**config.mk**
```make
export PLATFORM = sky130hd
export DESIGN_NAME = eprom_bank_rd_ctrl
export DESIGN_NICKNAME = d
export VERILOG_FILES = /design/src/rtl/eprom_rd_pkg.sv /design/src/rtl/eprom_ce_decode.sv /design/src/rtl/eprom_access_timer.sv /design/src/rtl/eprom_bus_turnaround.sv /design/src/rtl/eprom_bank_rd_ctrl.sv
export SDC_FILE = /design/constraint.sdc
export NUM_CORES = 1
export LEC_CHECK = 0
export CORE_ASPECT_RATIO = 1.4
export CORE_MARGIN = 2
export CORE_UTILIZATION = 48
export DETAILED_ROUTE_END_ITERATION = 12
export PLACE_DENSITY = 0.93
export REMOVE_ABC_BUFFERS = 1
export SLEW_MARGIN = 20
export SYNTH_ARGS = -nofsm -noshare
export SYNTH_HDL_FRONTEND = slang
export SYNTH_SLANG_ARGS = --single-unit
```
**constraint.sdc**
```tcl
create_clock -name clk_i -period 5.1 [get_ports clk_i]
set_clock_uncertainty 0.15 [all_clocks]
set_input_delay 0.765 -clock clk_i [delete_from_list [all_inputs] [get_ports clk_i]]
set_output_delay 0.765 -clock clk_i [all_outputs]
set_load 0.01 [all_outputs]
```
**src/rtl/eprom_rd_pkg.sv**
```systemverilog
package eprom_rd_pkg;

  typedef enum logic [1:0] {
    ST_IDLE   = 2'd0,
    ST_WAIT   = 2'd1,
    ST_ACCESS = 2'd2
  } rd_state_e;

  function automatic int unsigned max3(int unsigned a, int unsigned b, int unsigned c);
    int unsigned m;
    m = (a > b) ? a : b;
    return (m > c) ? m : c;
  endfunction

endpackage

```
**src/rtl/eprom_ce_decode.sv**
```systemverilog
module eprom_ce_decode #(
  parameter int unsigned SEL_W = 2
) (
  input  logic                    en_i,
  input  logic [SEL_W-1:0]        sel_i,
  output logic [(1<<SEL_W)-1:0]   ce_n_o
);
  localparam int unsigned N_DEV = 1 << SEL_W;

  for (genvar i = 0; i < N_DEV; i++) begin : g_dev
    assign ce_n_o[i] = !(en_i && (sel_i == SEL_W'(i)));
  end

endmodule

```
**src/rtl/eprom_access_timer.sv**
```systemverilog
module eprom_access_timer #(
  parameter int unsigned LAT    = 7,
  parameter int unsigned OE_DLY = 3
) (
  input  logic clk_i,
  input  logic rst_ni,
  input  logic start_i,
  output logic oe_go_o,
  output logic done_o
);
  localparam int unsigned CW = $clog2(LAT + 1);

  logic [CW-1:0] cnt_q;
  logic          run_q;

  always_ff @(posedge clk_i or negedge rst_ni) begin
    if (!rst_ni) begin
      cnt_q <= '0;
      run_q <= 1'b0;
    end else if (start_i) begin
      cnt_q <= '0;
      run_q <= 1'b1;
    end else if (run_q) begin
      cnt_q <= cnt_q + 1'b1;
      if (done_o) run_q <= 1'b0;
    end
  end

  assign done_o = run_q && (cnt_q == CW'(LAT - 1));

  if (OE_DLY == 0) begin : g_oe_now
    assign oe_go_o = start_i;
  end else begin : g_oe_late
    assign oe_go_o = run_q && (cnt_q == CW'(OE_DLY - 1));
  end

  AST_DONE_SINGLE: assert property (@(posedge clk_i) disable iff (!rst_ni)
    done_o |=> !done_o);
  AST_OE_BEFORE_DONE: assert property (@(posedge clk_i) disable iff (!rst_ni)
    done_o |-> !oe_go_o);

endmodule

```
**src/rtl/eprom_bus_turnaround.sv**
```systemverilog
module eprom_bus_turnaround #(
  parameter int unsigned T_DF = 3
) (
  input  logic clk_i,
  input  logic rst_ni,
  input  logic release_i,
  output logic busy_o
);
  localparam int unsigned CW = $clog2(T_DF + 2);

  logic [CW-1:0] cnt_q;

  always_ff @(posedge clk_i or negedge rst_ni) begin
    if (!rst_ni)              cnt_q <= '0;
    else if (release_i)       cnt_q <= CW'(T_DF);
    else if (cnt_q != '0)     cnt_q <= cnt_q - 1'b1;
  end

  // start allowed on the edge T_DF cycles after release
  assign busy_o = cnt_q > CW'(1);

  AST_BUSY_AFTER_RELEASE: assert property (@(posedge clk_i) disable iff (!rst_ni)
    release_i |=> (busy_o == (T_DF > 1)));

endmodule

```
**src/rtl/eprom_bank_rd_ctrl.sv**
```systemverilog
module eprom_bank_rd_ctrl
  import eprom_rd_pkg::*;
#(
  parameter int unsigned DEV_AW = 19,
  parameter int unsigned SEL_W  = 2,
  parameter int unsigned DATA_W = 8,
  parameter int unsigned T_ACC  = 7,
  parameter int unsigned T_CE   = 7,
  parameter int unsigned T_OE   = 4,
  parameter int unsigned T_DF   = 3
) (
  input  logic                      clk_i,
  input  logic                      rst_ni,
  input  logic                      req_valid_i,
  output logic                      req_ready_o,
  input  logic [DEV_AW+SEL_W-1:0]   req_addr_i,
  output logic                      rsp_valid_o,
  output logic [DATA_W-1:0]         rsp_data_o,
  output logic [DEV_AW-1:0]         mem_addr_o,
  output logic [(1<<SEL_W)-1:0]     mem_ce_no,
  output logic                      mem_oe_no,
  input  logic [DATA_W-1:0]         mem_data_i
);
  localparam int unsigned N_DEV  = 1 << SEL_W;
  localparam int unsigned LAT    = max3(T_ACC, T_CE, T_OE);
  localparam int unsigned OE_DLY = LAT - T_OE;

  rd_state_e          state_q, state_d;
  logic [SEL_W-1:0]   sel_q, last_sel_q, req_sel, dec_sel;
  logic [DEV_AW-1:0]  addr_q;
  logic [N_DEV-1:0]   ce_n_q, dec_ce_n;
  logic               oe_n_q;
  logic               rsp_valid_q;
  logic [DATA_W-1:0]  rsp_data_q;
  logic               accept, start, capture, oe_go, busy;

  assign req_sel = req_addr_i[DEV_AW +: SEL_W];
  assign accept  = req_valid_i && (state_q == ST_IDLE);
  assign start   = (accept && !((req_sel != last_sel_q) && busy))
                || ((state_q == ST_WAIT) && !busy);
  assign dec_sel = (state_q == ST_IDLE) ? req_sel : sel_q;

  eprom_ce_decode #(.SEL_W(SEL_W)) i_dec (
    .en_i   (start),
    .sel_i  (dec_sel),
    .ce_n_o (dec_ce_n)
  );

  eprom_access_timer #(.LAT(LAT), .OE_DLY(OE_DLY)) i_timer (
    .clk_i   (clk_i),
    .rst_ni  (rst_ni),
    .start_i (start),
    .oe_go_o (oe_go),
    .done_o  (capture)
  );

  eprom_bus_turnaround #(.T_DF(T_DF)) i_turn (
    .clk_i     (clk_i),
    .rst_ni    (rst_ni),
    .release_i (capture),
    .busy_o    (busy)
  );

  always_comb begin
    state_d = state_q;
    unique case (state_q)
      ST_IDLE:   if (accept) state_d = start ? ST_ACCESS : ST_WAIT;
      ST_WAIT:   if (!busy)  state_d = ST_ACCESS;
      ST_ACCESS: if (capture) state_d = ST_IDLE;
      default:   state_d = ST_IDLE;
    endcase
  end

  always_ff @(posedge clk_i or negedge rst_ni) begin
    if (!rst_ni) begin
      state_q     <= ST_IDLE;
      sel_q       <= '0;
      last_sel_q  <= '0;
      addr_q      <= '0;
      ce_n_q      <= '1;
      oe_n_q      <= 1'b1;
      rsp_valid_q <= 1'b0;
      rsp_data_q  <= '0;
    end else begin
      state_q     <= state_d;
      rsp_valid_q <= capture;
      if (accept) begin
        addr_q <= req_addr_i[DEV_AW-1:0];
        sel_q  <= req_sel;
      end
      if (start) begin
        ce_n_q <= dec_ce_n;
      end else if (capture) begin
        ce_n_q <= '1;
      end
      if (oe_go)        oe_n_q <= 1'b0;
      else if (capture) oe_n_q <= 1'b1;
      if (capture) begin
        rsp_data_q <= mem_data_i;
        last_sel_q <= sel_q;
      end
    end
  end

  assign req_ready_o = (state_q == ST_IDLE);
  assign rsp_valid_o = rsp_valid_q;
  assign rsp_data_o  = rsp_data_q;
  assign mem_addr_o  = addr_q;
  assign mem_ce_no   = ce_n_q;
  assign mem_oe_no   = oe_n_q;

  AST_ONE_CE: assert property (@(posedge clk_i) disable iff (!rst_ni)
    $countones(~mem_ce_no) <= 1);
  AST_OE_NEEDS_CE: assert property (@(posedge clk_i) disable iff (!rst_ni)
    !mem_oe_no |-> (mem_ce_no != '1));
  AST_ADDR_HOLD: assert property (@(posedge clk_i) disable iff (!rst_ni)
    (mem_ce_no != '1) |=> $stable(mem_addr_o));
  AST_RSP_RELEASE: assert property (@(posedge clk_i) disable iff (!rst_ni)
    rsp_valid_o |-> ((mem_ce_no == '1) && mem_oe_no && req_ready_o));
  AST_RSP_PULSE: assert property (@(posedge clk_i) disable iff (!rst_ni)
    rsp_valid_o |=> !rsp_valid_o);
  AST_ONE_AT_A_TIME: assert property (@(posedge clk_i) disable iff (!rst_ni)
    (req_valid_i && req_ready_o) |=> !req_ready_o);

endmodule

```
==> results.md, run 1 <==
- Run status: finished, final reports clean
- Final Hold Vio Count: 0
- Sequential cell area fraction in the yosys report: 58.7%
- Initial antenna violation count: 0
- Routability cong.: 0.732
- Clock buffers created by TritonCTS: 5
- Worst ir drop on vdd: 0.366 mV
- Commonest non-fill, non-tap cell in the layout: clkdlybuf4s50_1
- Startpoint Class: register
- Post-CTS Resized: 0
- RSZ-0062 raised after global routing: no
- Gr ovfl total: 0
- CP Data Required Time: 4.18 ns
- Gr usage total: 19.0%
- Clock Path Buffers: 2
- Synthesized flop and latch total: 46
- CTS Root Cell: clkbuf_8
- Pin count of the biggest net entering global routing: 47
- Top Ports: 66
- Max Freq: 397 MHz
- Dpl hpwl: 2.89 mm
- Arrival time worst endpoint: 1.60 ns
- Critical Setup Path Class: reg2out
- Die height: 79.8 µm
- Worst-margin pin slew: 0.648 ns
- FILL cells: 287
- Drt first-iter violations: 33
- Via count: 1420
- Port Buffers: 65
- Chip width: 58.2 µm
- Pwr/cell area: 620 nW/µm²
- Cell Rows: 27
- Fin crit share: 49.4%
- Residual DRC count: 0
- Clock Latency Late Sink: 0.30 ns
- H-tree depth: 2
- Multi-input logic area: 767 µm²
- Clock slew at the register clock pins of the worst setup and hold paths: 0.09 ns
- Headroom to the max-slew limit: 56.7%
- Area grow syn2layout: 39.0%
- Syn. warnings: 0
- Ant diodes: 0
- Mean Syn Cell Area: 11.7 µm²
- Setup TNS: 0 ns
- Crit path capture type: primary output
- First-pass GRT wire length: 6.64 mm
- Most frequent cells in the layout: clkdlybuf4s50_1 (64), nand2_1 (41), dfrtp_1 (41)
- Clk sinks: 46
- Cts hold-fix bufs: 0
- DRT Pass-1 Iters: 4
- Leakage power: 1.21 nW
- Total Die Area: 4640 µm²
- Final WL: 3.99 mm
- Final Max Slew Viols: 0
- Cell Area, Synth: 1970 µm²
- TritonCTS clock tree: built
- Fin crit period: 2.52 ns
- Maximum fanout along the worst path: 10
- Core area: 3950 µm²
- Via density: 5.07
- Final nets: 273
- Starting Density: 49.9%
- Final setup viols: 0
- Post-CTS Setup Bufs: 0
- Hold Worst Slack: 0.301 ns
- Max cap viols: 0
- Post-Synthesis Cells: 168
- Post-DRT Antenna Nets: 0
- Reg area: 1160 µm²
- Avg WL per Cell: 14.2 µm
- Layout cell share with drive strength beyond 1: 16.9%
- Vias in the first global route: 1466
- Synth unique cells: 30
- Hold WC Path Type: in2async
==> worst max-delay path: stages (launching register included) <==
cell,delay (ns)
dfrtp_1,0.48
nor2_4,0.25
clkdlybuf4s50_1,0.58
==> per-stage QoR <==
| stage | area (µm²) | std cells | setup slack, ns | utilization, % | power (mW) |
|---|---|---|---|---|---|
| 2_1_floorplan | 1950 | 164 | 3.27 | - | 1.11 |
| 3_3_place_gp | 2650 | 272 | 2.60 | 67.0 | 1.45 |
| 3_5_place_dp | 2650 | 272 | 2.54 | 67.0 | 1.49 |
| 4_1_cts | 2740 | 280 | 2.57 | 69.3 | 1.72 |
| 5_1_grt | 2740 | 280 | 2.50 | 69.4 | 1.83 |
| 6_report | 2740 | 280 | 2.58 | 69.4 | 1.70 |
==> cell type report <==
type	instances	area share [%]
repair buffers	65	23.6
clock buffers	5	2.51
flip-flops and latches	46	42.2
well taps	43	1.96
multi-input cells	112	28.0
clock inverters	3	0.867
inverters	6	0.822
==> flip-flops by register name (all words and copies together) (netlist names) <==
signal,count
mem_addr_o,19
rsp_data_o,8
mem_ce_no,4
i_timer.cnt_q,3
i_turn.cnt_q,3
last_sel_q,2
sel_q,2
state_q,2
i_timer.run_q,1
mem_oe_no,1
rsp_valid_o,1
==> metal layers <==
| metal | global-route usage [%] | vias to the layer above | routed length (µm) |
|---|---|---|---|
| li1 | - | 691 | - |
| met5 | 0 | - | 0 |
| met4 | 10.0 | 0 | 121 |
| met2 | 33.3 | 46 | 2110 |
| met3 | 5.35 | 10 | 184 |
| met1 | 20.1 | 673 | 1580 |
==> synth_stat cells, drive strengths merged <==
cell type,n,share of area (%)
nand3,1,0.25
xor2,1,0.44
clkbuf,1,0.19
o31ai,1,0.38
nand2,41,7.8
ha,5,3.2
o21bai,2,0.95
nor2b,2,0.63
o211ai,1,0.38
o21ai,2,0.51
a31o,1,0.44
o22ai,2,0.95
nor2,14,3.4
mux2i,6,3.0
xnor2,4,1.8
nand3b,2,0.76
mux2,21,12
a21o,1,0.38
a32oi,1,0.44
dfstp,5,6.7
a21oi,1,0.25
buf,3,1.1
nor3,1,0.25
dfrtp,41,52
inv,6,1.1
nand2b,2,0.63
==> power by group <==
part	leakage, nW	switching, mW	internal [mW]	total (mW)
logic	0.629	0.337	0.461	0.798
clock network	0.0408	0.128	0.0980	0.226
registers	0.543	0.121	0.555	0.676
==> kinds of logic (layout without fill, tap and decap cells) <==
logic type,Yosys count,count (layout),synth area share [%]
muxes,27,27,15.0
DFF,46,46,58.7
adders and majority gates,5,5,3.17
xor gates and xnor gates,5,5,2.22
and+or+nand+nor,63,63,13.8
AOI/OAI and AO/OA,12,12,4.70
buffers and inverters,10,79,2.41
==> worst paths after layout <==
path | startpoint | to | slack, ns | depth (start not counted)
max in group asynchronous | rst_ni | mem_ce_no[1]$_DFFE_PN1P_ | 4.11 | 1
min in group clk_i | mem_oe_no$_DFFE_PN1P_ | mem_oe_no$_DFFE_PN1P_ | 0.33 | 2
setup reg to reg | i_timer.cnt_q[0]$_DFFE_PN0P_ | mem_ce_no[2]$_DFFE_PN1P_ | 2.87 | 6
setup / recovery | state_q[0]$_DFFE_PN0P_ | req_ready_o | 2.58 | 2
hold / removal | rst_ni | mem_addr_o[9]$_DFFE_PN0P_ | 0.30 | 1
hold reg to reg | mem_oe_no$_DFFE_PN1P_ | mem_oe_no$_DFFE_PN1P_ | 0.33 | 2
No activity file was read; power rests on OpenSTA's default activity.
==> run 2: changes to the inputs <==
--- a/config.mk
+++ b/config.mk
@@ -7,9 +7,9 @@
 export LEC_CHECK = 0
 export CORE_ASPECT_RATIO = 1.4
 export CORE_MARGIN = 2
-export CORE_UTILIZATION = 48
+export CORE_UTILIZATION = 45
 export DETAILED_ROUTE_END_ITERATION = 12
-export PLACE_DENSITY = 0.93
+export PLACE_DENSITY = 0.89
 export REMOVE_ABC_BUFFERS = 1
 export SLEW_MARGIN = 20
 export SYNTH_ARGS = -nofsm -noshare
==> constraint.sdc (replaced) <==
create_clock -name clk_i -period 2.5 [get_ports clk_i]
set_clock_uncertainty 0.15 [all_clocks]
set_input_delay 0.375 -clock clk_i [delete_from_list [all_inputs] [get_ports clk_i]]
set_output_delay 0.375 -clock clk_i [all_outputs]
set_load 0.01 [all_outputs]
==> run 2 against run 1 <==
Compared with the run above:
- power up 100%
- count of clock-buffer cells in the layout increased by 2
- register-to-register slack lost 2.2 ns
- non-clock buffer count grew 3
- cell count increased by 1.8%
- setup slack got worse by 2.2 ns
- global-route usage fell by 1.6 points
- sequential share of layout area is 0.55 points lower
- sequential cell count unchanged
- first-iteration DRC count rose by 21%
- sequential power increased by 100%
- critical path depth unchanged
==> results.md, run 2 (synthesis results as in run 1) <==
- Setup crit start: state_q[0]$_DFFE_PN0P_
- Headroom to the max-slew limit: 61.9%
- Initial antenna violation count: 0
- Post-CTS Setup Bufs: 0
- Final WL: 3.78 mm
- Via count: 1440
- Gr usage total: 17.3%
- Max cap viols: 0
- Routability cong.: 0.778
- Gr ovfl total: 0
- Most frequent cells in the layout: clkdlybuf4s50_1 (64), nand2_1 (41), dfrtp_1 (41)
- Hold Worst Slack: 0.311 ns
- Fin crit share: 85.6%
- Area grow syn2layout: 40.9%
- Die height: 82.3 µm
- Fin util: 66.1%
- Final Max Slew Viols: 0
- Vias in the first global route: 1461
- Port Buffers: 65
- Crit path capture type: primary output
- Clock buffers created by TritonCTS: 5
- Final setup viols: 0
- CP endpoint: req_ready_o
- Commonest non-fill, non-tap cell in the layout: clkdlybuf4s50_1
- Run status: finished, final reports clean
- Chip width: 59.9 µm
- Critical Setup Path Class: reg2out
- Worst Reg-to-Reg Cells: 3
- Avg WL per Cell: 13.2 µm
- Starting Density: 46.9%
- Pwr/cell area: 1250 nW/µm²
- Residual DRC count: 0
- Final Hold Vio Count: 0
- Dpl hpwl: 2.85 mm
- Clock Latency Late Sink: 0.30 ns
- Worst-margin pin slew: 0.571 ns
- Pin count of the biggest net entering global routing: 25
- Worst ir drop on vdd: 0.679 mV
- Leakage power: 1.24 nW
- RSZ-0062 raised after global routing: no
- RR Startpoint: state_q[1]$_DFFE_PN0P_
- Clock slew at the register clock pins of the worst setup and hold paths: 0.08 ns
- Total Die Area: 4930 µm²
- Via density: 5.05
- Max Freq: 467 MHz
- Cts hold-fix bufs: 1
- First-pass GRT wire length: 6.33 mm
- Clk sinks: 46
- DRT Pass-1 Iters: 4
- Maximum fanout along the worst path: 10
- Cell Rows: 28
- Clock Path Buffers: 2
- Post-CTS Resized: 0
- H-tree depth: 2
- FF-to-FF End: mem_addr_o[16]$_DFFE_PN0P_
- Core area: 4200 µm²
- Ant diodes: 0
- CTS Root Cell: clkbuf_8
- Drt first-iter violations: 40
- Top Ports: 66
- TritonCTS clock tree: built
- CP Data Required Time: 1.98 ns
- Setup TNS: 0 ns
- Post-DRT Antenna Nets: 0
- Fin crit period: 2.14 ns
- Startpoint Class: register
- Final nets: 276
- Max reg flops: 19
- R2R setup slack: 0.67 ns
- Arrival time worst endpoint: 1.61 ns
- Layout cell share with drive strength beyond 1: 17.1%
- Hold WC Path Type: reg2reg
[run 2: through the flow]
| stage | setup WS, ns | cells | total power, mW | cell area (µm²) |
|---|---|---|---|---|
| 6_report | 0.360 | 285 | 3.47 | 2780 |
| 5_1_grt | 0.284 | 285 | 3.74 | 2780 |
| 4_1_cts | 0.348 | 285 | 3.52 | 2780 |
| 3_5_place_dp | 0.303 | 276 | 3.06 | 2680 |
| 3_3_place_gp | 0.335 | 276 | 2.99 | 2680 |
| 2_1_floorplan | 0.827 | 164 | 2.26 | 1950 |
[run 2: worst min-delay path by stage]
stage,start,endpoint,slack (ns),cells past startpoint
floorplan,rst_ni,i_timer.cnt_q[0]$_DFFE_PN0P_,-0.07,0
global placement,rst_ni,sel_q[0]$_DFFE_PN0P_,0.26,1
detailed placement,rst_ni,sel_q[0]$_DFFE_PN0P_,0.25,1
CTS,mem_oe_no$_DFFE_PN1P_,mem_oe_no$_DFFE_PN1P_,0.32,2
global route,mem_oe_no$_DFFE_PN1P_,mem_oe_no$_DFFE_PN1P_,0.33,2
finish,mem_oe_no$_DFFE_PN1P_,mem_oe_no$_DFFE_PN1P_,0.31,2
[run 2: area by class of cell]
class,count,area (µm²)
Inverter,6,22.5
Clock inverter,1,5.00
Timing Repair Buffer,68,683
Tap cell,45,56.3
Sequential cell,46,1160
Multi-Input combinational cell,112,767
Clock buffer,7,86.3
Fill cell,342,1430
[run 2: worst max-delay path, stage by stage, from the launching register on]
cell             delay (ns)
dfrtp_1                0.49
nor2_4                 0.25
clkdlybuf4s50_1        0.58
[run 2: metal layers]
layer / GRT usage, % / share of wire, % / up-vias
met3: 5.14 / 5.8 / 5
met4: 7.11 / 1.6 / 0
li1: - / - / 695
met1: 20.2 / 41 / 684
met5: 0 / 0 / -
met2: 29.5 / 52 / 56
[run 2: report_power, final]
part / switching, mW / internal [mW]
registers: 0.246 / 1.13
logic: 0.689 / 0.948
clock network: 0.228 / 0.223
==> run 3: changes to the inputs <==
--- a/config.mk
+++ b/config.mk
@@ -11,7 +11,6 @@
 export DETAILED_ROUTE_END_ITERATION = 12
 export PLACE_DENSITY = 0.89
 export REMOVE_ABC_BUFFERS = 1
-export SLEW_MARGIN = 20
 export SYNTH_ARGS = -nofsm -noshare
 export SYNTH_HDL_FRONTEND = slang
 export SYNTH_SLANG_ARGS = --single-unit
==> results of run 3 <==
The final DEF is identical to that of run 2; final timing and power are the same.
